File: src/rtl/pario_pkg.sv
package pario_pkg;

    // Control register bit positions
    localparam int CB_IRQ1_EN = 0;
    localparam int CB_L1_RISE = 1;
    localparam int CB_PERIPH  = 2;
    localparam int CB_L2_CTL  = 3;
    localparam int CB_L2_RISE = 4;
    localparam int CB_L2_OUT  = 5;
    localparam int CTRL_W     = 6;
    localparam int CVIEW_W    = CTRL_W + 2;

    typedef enum logic [1:0] {
        L2_INPUT  = 2'd0,
        L2_STROBE = 2'd1,
        L2_STATIC = 2'd2
    } l2_mode_e;

    typedef enum logic {
        REG_DATA = 1'b0,
        REG_CTRL = 1'b1
    } reg_kind_e;

    // sel[1] picks the port, sel[0] picks data/control
    typedef struct packed {
        logic      port_b;
        reg_kind_e kind;
    } reg_sel_t;

    // Control read layout: flag1 on top, then flag2, then written bits
    typedef struct packed {
        logic              flag1;
        logic              flag2;
        logic [CTRL_W-1:0] ctl;
    } ctrl_view_t;

    function automatic l2_mode_e l2_mode(input logic [CTRL_W-1:0] c);
        if (!c[CB_L2_OUT])      return L2_INPUT;
        else if (c[CB_L2_RISE]) return L2_STATIC;
        else                    return L2_STROBE;
    endfunction

    function automatic logic next_flag(input logic cur, input logic set_evt,
                                       input logic clr_evt);
        if (set_evt)      return 1'b1;
        else if (clr_evt) return 1'b0;
        else              return cur;
    endfunction

endpackage

File: src/rtl/pario_edge.sv
module pario_edge (
    input  logic clk,
    input  logic line,
    input  logic rise_sel,
    output logic hit
);
    logic prev;

    // Sampled every cycle, including during reset, so no edge is seen on release
    always_ff @(posedge clk) begin
        prev <= line;
    end

    assign hit = (line != prev) && (line == rise_sel);
endmodule

File: src/rtl/pario_port.sv
module pario_port
    import pario_pkg::*;
#(
    parameter int DW              = 8,
    parameter bit STROBE_ON_WRITE = 1'b0
) (
    input  logic          clk,
    input  logic          rst,
    input  logic          wr_data,
    input  logic          wr_ctrl,
    input  logic          rd_data,
    input  logic [DW-1:0] wdata,
    input  logic [DW-1:0] pin_in,
    input  logic          l1_in,
    input  logic          l2_in,
    output logic [DW-1:0] out_reg,
    output logic [DW-1:0] dir_reg,
    output logic [DW-1:0] data_rd,
    output logic [CVIEW_W-1:0] ctrl_rd,
    output logic          l2_out,
    output logic          l2_oe,
    output logic          irq
);
    logic [CTRL_W-1:0] ctl;
    logic [DW-1:0]     ora_q, ddr_q;
    logic              flag1, flag2, l2_q;
    l2_mode_e          mode, wmode;
    logic              periph, rd_periph, wr_periph;
    logic              edge1, edge2_raw, edge2;
    logic              strobe_evt, restore_evt;

    assign mode      = l2_mode(ctl);
    assign wmode     = l2_mode(wdata[CTRL_W-1:0]);
    assign periph    = ctl[CB_PERIPH];
    assign rd_periph = rd_data & periph;
    assign wr_periph = wr_data & periph;

    pario_edge u_l1_edge (
        .clk      (clk),
        .line     (l1_in),
        .rise_sel (ctl[CB_L1_RISE]),
        .hit      (edge1)
    );

    pario_edge u_l2_edge (
        .clk      (clk),
        .line     (l2_in),
        .rise_sel (ctl[CB_L2_RISE]),
        .hit      (edge2_raw)
    );

    assign edge2 = edge2_raw && (mode == L2_INPUT);

    // Register file
    always_ff @(posedge clk) begin
        if (rst) begin
            ora_q <= '0;
            ddr_q <= '0;
            ctl   <= '0;
        end else begin
            if (wr_data) begin
                if (periph) ora_q <= wdata;
                else        ddr_q <= wdata;
            end
            if (wr_ctrl) ctl <= wdata[CTRL_W-1:0];
        end
    end

    // Interrupt flags: set beats clear
    always_ff @(posedge clk) begin
        if (rst) begin
            flag1 <= 1'b0;
            flag2 <= 1'b0;
        end else begin
            flag1 <= next_flag(flag1, edge1, rd_periph);
            flag2 <= next_flag(flag2, edge2, rd_periph);
        end
    end

    // Strobe event and restore source differ per port
    generate
        if (STROBE_ON_WRITE) begin : g_wr_strobe
            assign strobe_evt  = wr_periph;
            assign restore_evt = rd_periph & flag1;
        end else begin : g_rd_strobe
            assign strobe_evt  = rd_periph;
            assign restore_evt = edge1;
        end
    endgenerate

    // Line 2 output state
    always_ff @(posedge clk) begin
        if (rst) begin
            l2_q <= 1'b1;
        end else if (wr_ctrl) begin
            l2_q <= (wmode == L2_STATIC) ? wdata[CB_L2_CTL] : 1'b1;
        end else if (mode == L2_STROBE) begin
            if (strobe_evt)
                l2_q <= 1'b0;
            else if (!l2_q && (ctl[CB_L2_CTL] || restore_evt))
                l2_q <= 1'b1;
        end
    end

    assign data_rd = periph ? ((ora_q & ddr_q) | (pin_in & ~ddr_q)) : ddr_q;
    assign ctrl_rd = ctrl_view_t'{flag1: flag1, flag2: flag2, ctl: ctl};
    assign irq     = (flag1 & ctl[CB_IRQ1_EN]) | (flag2 & ctl[CB_L2_CTL]);
    assign l2_out  = l2_q;
    assign l2_oe   = (mode != L2_INPUT);
    assign out_reg = ora_q;
    assign dir_reg = ddr_q;

    AST_READ_CLEARS_FLAG: assert property (@(posedge clk) disable iff (rst)
        (rd_periph && !edge1) |=> !flag1);
    AST_CTRL_WRITE_KEEPS_FLAG: assert property (@(posedge clk) disable iff (rst)
        (wr_ctrl && !edge1 && !rd_periph) |=> (flag1 == $past(flag1)));
    AST_EDGE_SETS_FLAG: assert property (@(posedge clk) disable iff (rst)
        edge1 |=> flag1);
    AST_MASK_QUIETS_IRQ: assert property (@(posedge clk) disable iff (rst)
        (wr_ctrl && !wdata[CB_IRQ1_EN] && !wdata[CB_L2_CTL]) |=> !irq);
    AST_STATIC_FOLLOWS: assert property (@(posedge clk) disable iff (rst)
        (wr_ctrl && wdata[CB_L2_OUT] && wdata[CB_L2_RISE]) |=> (l2_out == $past(wdata[CB_L2_CTL])));
    AST_STROBE_DROPS: assert property (@(posedge clk) disable iff (rst)
        ((mode == L2_STROBE) && strobe_evt && !wr_ctrl) |=> !l2_out);
endmodule

File: src/rtl/pario_adapter.sv
module pario_adapter
    import pario_pkg::*;
#(
    parameter int DW = 8
) (
    input  logic          clk,
    input  logic          rst,
    input  logic          cs,
    input  logic          we,
    input  logic          re,
    input  logic [1:0]    sel,
    input  logic [DW-1:0] wdata,
    output logic [DW-1:0] rdata,
    input  logic [DW-1:0] pa_in,
    output logic [DW-1:0] pa_out,
    output logic [DW-1:0] pa_dir,
    input  logic          ca1,
    input  logic          ca2_in,
    output logic          ca2_out,
    output logic          ca2_oe,
    output logic          irq_a,
    input  logic [DW-1:0] pb_in,
    output logic [DW-1:0] pb_out,
    output logic [DW-1:0] pb_dir,
    input  logic          cb1,
    input  logic          cb2_in,
    output logic          cb2_out,
    output logic          cb2_oe,
    output logic          irq_b
);
    localparam int NPORT = 2;

    reg_sel_t          rsel;
    logic              wr_acc, rd_acc;
    logic [DW-1:0]     pin_v  [NPORT];
    logic [DW-1:0]     out_v  [NPORT];
    logic [DW-1:0]     dir_v  [NPORT];
    logic [DW-1:0]     drd_v  [NPORT];
    logic [CVIEW_W-1:0] crd_v [NPORT];
    logic [NPORT-1:0]  l1_v, l2i_v, l2o_v, l2e_v, irq_v;

    assign rsel   = reg_sel_t'(sel);
    assign wr_acc = cs & we;
    assign rd_acc = cs & re & ~we;

    assign pin_v[0] = pa_in;
    assign pin_v[1] = pb_in;
    assign l1_v     = {cb1, ca1};
    assign l2i_v    = {cb2_in, ca2_in};

    generate
        for (genvar g = 0; g < NPORT; g++) begin : g_port
            localparam bit IS_B = (g == 1);
            logic hit;
            assign hit = (rsel.port_b == IS_B);

            pario_port #(
                .DW              (DW),
                .STROBE_ON_WRITE (IS_B)
            ) u_port (
                .clk     (clk),
                .rst     (rst),
                .wr_data (wr_acc & hit & (rsel.kind == REG_DATA)),
                .wr_ctrl (wr_acc & hit & (rsel.kind == REG_CTRL)),
                .rd_data (rd_acc & hit & (rsel.kind == REG_DATA)),
                .wdata   (wdata),
                .pin_in  (pin_v[g]),
                .l1_in   (l1_v[g]),
                .l2_in   (l2i_v[g]),
                .out_reg (out_v[g]),
                .dir_reg (dir_v[g]),
                .data_rd (drd_v[g]),
                .ctrl_rd (crd_v[g]),
                .l2_out  (l2o_v[g]),
                .l2_oe   (l2e_v[g]),
                .irq     (irq_v[g])
            );
        end
    endgenerate

    always_comb begin
        if (rsel.kind == REG_CTRL) rdata = DW'(crd_v[rsel.port_b]);
        else                       rdata = drd_v[rsel.port_b];
    end

    assign pa_out  = out_v[0];
    assign pa_dir  = dir_v[0];
    assign pb_out  = out_v[1];
    assign pb_dir  = dir_v[1];
    assign ca2_out = l2o_v[0];
    assign cb2_out = l2o_v[1];
    assign ca2_oe  = l2e_v[0];
    assign cb2_oe  = l2e_v[1];
    assign irq_a   = irq_v[0];
    assign irq_b   = irq_v[1];

    AST_WRITE_ISOLATION: assert property (@(posedge clk) disable iff (rst)
        (wr_acc && !rsel.port_b) |=> (pb_out == $past(pb_out) && pb_dir == $past(pb_dir)));
endmodule

File: config.mk
export PLATFORM = sky130hd
export DESIGN_NAME = pario_adapter
export DESIGN_NICKNAME = d
export VERILOG_FILES = /design/src/rtl/pario_pkg.sv /design/src/rtl/pario_edge.sv /design/src/rtl/pario_port.sv /design/src/rtl/pario_adapter.sv
export SDC_FILE = /design/constraint.sdc
export NUM_CORES = 1
export LEC_CHECK = 0
export ABC_AREA = 1
export BUFFER_PORTS_ARGS = -buffer_cell sky130_fd_sc_hd__buf_2
export CAP_MARGIN = 20
export CELL_PAD_IN_SITES_DETAIL_PLACEMENT = 1
export CELL_PAD_IN_SITES_GLOBAL_PLACEMENT = 1
export CORE_ASPECT_RATIO = 0.6
export CORE_MARGIN = 2
export CORE_UTILIZATION = 25
export DETAILED_ROUTE_END_ITERATION = 8
export GPL_ROUTABILITY_DRIVEN = 0
export PLACE_DENSITY_LB_ADDON = 0.15
export SLEW_MARGIN = 0
export SYNTH_ARGS = -nofsm -noshare
export SYNTH_HDL_FRONTEND = slang
export SYNTH_SLANG_ARGS = --single-unit
File: constraint.sdc
create_clock -name clk -period 1.5 [get_ports clk]
set_input_delay 0.15 -clock clk [delete_from_list [all_inputs] [get_ports clk]]
set_output_delay 0.15 -clock clk [all_outputs]
set_load 0.005 [all_outputs]
Word level (Yosys, flattened, before mapping)
Cells that the tools add are included.

cells by class
  bitwise gates (word level) = 37
  muxes and demuxes = 30
  eq/ne operators = 11
  magnitude comparators = 1
  reduce and logical (&&, ||, !) cells = 30

operators with widths
  kind                                                      count
  two-way mux 8 bit                                         9
  AND 8 bit                                                 4
  AND 1 bit                                                 21
  inverter 8 bit                                            2
  bitwise OR 8 bit                                          2
  nonzero test 2 bit                                        8
  two-way mux 1 bit                                         15
  two-way mux 2 bit                                         6
  AND reduction 2 bit                                       6
  logical AND 1 bit                                         8
  nonzero test 3 bit                                        2
  inverter 1 bit                                            5
  == test 1 bit                                             4
  == test 2 x 1 -> 1 bit, second input constant             2
  zero test 2 bit                                           2
  != test 1 bit                                             4
  == test 2 bit, second input constant                      1
  greater-or-equal comparator 2 bit, second input constant  1
  zero test 1 bit                                           2
  logical OR 1 bit                                          2
  inverter 1 -> 2 bit                                       1
  bitwise OR 1 bit                                          2

word-level totals
  input port bits = 35
  output and inout bits = 46
  register bits after elaboration = 54
  word-level logic and storage cells = 125

Longest topological paths before layout
  depth in word-level cells = 12
  gate-level depth with buffers = 9

Hierarchy
A second synthesis with hierarchy kept.

second synthesis, totals
  cell total of the unflattened synthesis = 430
  area, all modules = 2787.7 µm²

by module, submodules not included
  module                          cells an instance  instances  area each (µm²)
  pario_port at g_port[0].u_port  143                1          1087.3
  pario_port at g_port[1].u_port  150                1          1059.8
  pario_adapter                   97                 1          425.4
  pario_edge                      10                 4          53.8

Worst setup path after synthesis
OpenSTA, ideal clock, no wires.

  path type = reg2out
  from = register g_port[0].u_port.ctl[2]
  to = output rdata[0]
  buffers on the path = 1
  slack = 0.335 ns
  arrival = 1.015 ns
  stages on the path, launching flop included = 7
  path through = dfxtp_1 > inv_2 > buf_2 > o21ai_0 > nand3_1 > nand3_1 > nand2_1

on the way
  cells in the longest elaborated chain, start to end = 5

ends and longest elaborated chain
  what                                                  RTL line             source
  start, declared                                       pario_port.sv:24     logic [CTRL_W-1:0] ctl;
  start signal, assigned                                pario_port.sv:65     if (wr_ctrl) ctl <= wdata[CTRL_W-1:0];
  two-way mux 8 bit                                     pario_port.sv:105    assign data_rd = periph ? ((ora_q & ddr_q) | (pin_in & ~ddr_q)) : ddr_q;
  two-way mux 8 bit (not written as such) (3 in a row)  pario_adapter.sv:83  else rdata = drd_v[rsel.port_b];
  two-way mux 8 bit                                     pario_adapter.sv:82  if (rsel.kind == REG_CTRL) rdata = DW'(crd_v[rsel.port_b]);
  end, declared                                         pario_adapter.sv:13  output logic [DW-1:0] rdata,

Every way passes these cells. The select of a mux whose other input is x is not followed.

Worst setup path in the final report
  from = register g_port[1].u_port.ctl[2]
  to = output rdata[5]

on the way
  cells in the longest elaborated chain, start to end = 5

ends and longest elaborated chain
  what                                                  RTL line
  start, declared                                       pario_port.sv:24
  start signal, assigned                                pario_port.sv:65
  two-way mux 8 bit                                     pario_port.sv:105
  two-way mux 8 bit (not written as such) (3 in a row)  pario_adapter.sv:83
  two-way mux 8 bit                                     pario_adapter.sv:82

Every way passes these cells. The select of a mux whose other input is x is not followed.

==> qor.yml <==
status: "finished, violations left"
violations: "setup timing"
fillCellCount: 1255
syn_avg_cell_area_sq_um: 6.73
endpoint_kind: "output pin"
grt_max_degree: 51
synth_top_family_by_area: "simple AND/OR/NAND/NOR gates"
root_buffer: "clkbuf_16"
syn_area_sq_um: 2560
rsz0062_at_grt: "true"
synth_mux_area_frac: 0
clock-sinks: 54
finalCritPeriodShare: 1.05
synthFlopType: "dfxtp_1"
syn2layout_area_growth_pct: 37.9
final-setup-viol-count: 7
dp_cells: 591
ys_seq_elements: 54
worst_slew_pin_slew_ns: 0.442
path_clk_slew_ns: 0.07
fp.dieArea_sq_um: 11100
max_freq_mhz: 635
first_global_vias: 2808
synth-simple-area-share: 0.319
ios: 81
criticalPathCategory: "reg -> out"
max_slew_margin: 0.705
synth_edf_count: 0
drcViolationCount: 0
ys_types: 27
multi_input_area_sq_um: 1400
totalPowerFinal_w: 0.00305
grt-ovfl-total: 0
hold_viol: 0
drive_gt1_frac: 0.308
firstDrtPassIters: 4
clk_path_buf_depth: 2
fin_cells: 609
die_h_um: 82.3
worstPathRequired_ns: 1.35
hp-class: "in -> reg"
maxCapViolations: 0
diodes: 0
critPathMaxFanout: 3
grt_first_pass_wirelength_mm: 15.8
power_density_nw_per_um2: 865
irDropWorstVdd_mv: 0.400
finalNetCount: 509
rows: 28
drt_iter0_markers: 238
seq_area_sq_um: 1090
synthXorXnorAreaFrac: 0
period_minus_slack_ns: 1.57
setup_slack_ns: -0.0747
cts_buffers: 5
core_area_sq_um: 9910
arrival_ns: 1.42
via_per_inst: 4.66
postRouteAntennaNets: 0
initial_core_util: 0.258
async_flop_share: 0
die_width_um: 135
cp-start-kind: "flip-flop"
clk_latency_ns: 0.29
yosysSeqAreaShare: 0.423
track_usage: 0.192
place_hpwl_mm: 7.72
wl_per_cell_um: 16.9
synth-adder-area-share: 0
detail_route.wirelength_mm: 10.3
post-route-util: 0.356
synth-compound-area-share: 0.186
synth.net_count: 415
whs_ns: 0.169
fin_skew_ns: 0.00423
htree_levels: 2
final_max_slew_viol_count: 0
leakage_nw: 1.58
post-place-ws_ns: 0.139
num_vias: 2840
antenna_found_initial: 0
io_buffers: 80
synthCells: 380
synth_warnings: 0
cts_tree: "yes"
[synth_stat cells (3+ instances only)]
library cell,n,area share
dfxtp_1,54,0.42
inv_1,23,0.034
nand3_1,23,0.045
a211oi_1,10,0.029
nor2_1,37,0.054
o21ai_0,26,0.051
nor2_4,4,0.018
nand2_1,123,0.18
a21oi_1,45,0.088
clkbuf_1,10,0.015
inv_2,5,0.0073
buf_2,3,0.0059
[path summary, 6_finish.rpt]
kind                                   startpoint                                  endpoint  slack, ns  depth (start not counted)
max reg2reg  g_port[1].u_port.ctl[2]$_SDFFE_PP0P_  g_port[1].u_port.dir_reg[5]$_SDFFE_PP0P_       0.18                          7
min reg2reg   g_port[0].u_port.flag2$_SDFFE_PP0P_       g_port[0].u_port.flag2$_SDFFE_PP0P_       0.48                          2
max          g_port[1].u_port.ctl[2]$_SDFFE_PP0P_                                  rdata[5]      -0.07                          7
min                                      wdata[6]  g_port[1].u_port.dir_reg[6]$_SDFFE_PP0P_       0.17                          3
[cell families (layout without fill, tap and decap cells)]
family	count (synthesis)	in the layout
AND/OR/NAND/NOR	194	194
buffers and inverters	45	139
flip-flops	54	54
AO/OA/AOI/OAI	87	87
[critical path, cell delays in order (launching register included)]
cell and delay (ns):
dfxtp_4 0.36, clkinvlp_4 0.12, buf_6 0.15, o21ai_2 0.14, nand3_2 0.10, nand3_1 0.08
nand2_1 0.06, buf_2 0.12
[where the power goes]
part	total [W]	switching, W	internal, W	leakage (nW)
logic	0.000410	0.000246	0.000164	1.08
clock network	0.00114	0.000525	0.000614	0.0640
registers	0.00150	0.0000323	0.00147	0.440
total	0.00305	0.000803	0.00225	1.58
[metal layers]
metal | vias to the layer above | GRT usage | share of wire
li1 | 1421 | - | -
met1 | 1344 | 0.290 | 0.52
met2 | 70 | 0.281 | 0.41
met3 | 5 | 0.0415 | 0.064
met4 | 0 | 0.0305 | 0.0039
met5 | - | 0 | 0
[placed cells by master (no fill, tap or decap), types with 2 or more instances in the layout]
cell type / n
o21ai_1: 4
nand2_1: 122
clkbuf_1: 2
o21ai_2: 5
inv_2: 4
a21oi_1: 44
inv_1: 22
dlygate4sd3_1: 4
nor2_4: 6
nand3_1: 16
clkbuf_16: 5
nor2_1: 30
buf_4: 13
nand2_2: 3
buf_2: 80
nor2_2: 6
nand3_2: 8
a211oi_1: 10
dfxtp_1: 52
buf_12: 2
buf_6: 3
o21ai_0: 17
[final cells by class]
class                   instances  area share
flip-flops and latches         54       0.308
well taps                     135      0.0479
multi-input cells             281       0.396
inverters                      29      0.0330
repair buffers                103       0.178
clock buffers                   7      0.0376
[through the flow]
| stage | TNS, ns | instance area, sq um |
|---|---|---|
| CTS | -0.213 | 3440 |
| finish | -0.242 | 3530 |
| global placement | 0 | 3170 |
| global route | -1.01 | 3530 |
| detailed placement | 0 | 3170 |
| floorplan | 0 | 2560 |
[what timing repair did]
item	4_1_cts	5_1_grt
endpoints found under the hold margin	4	0
hold buffers	4	0
gates resized for setup	23	23
buffers inserted	7	0
endpoints found under the setup margin	8	8
pin swaps	6	4
(Power assumes the default switching activity.)
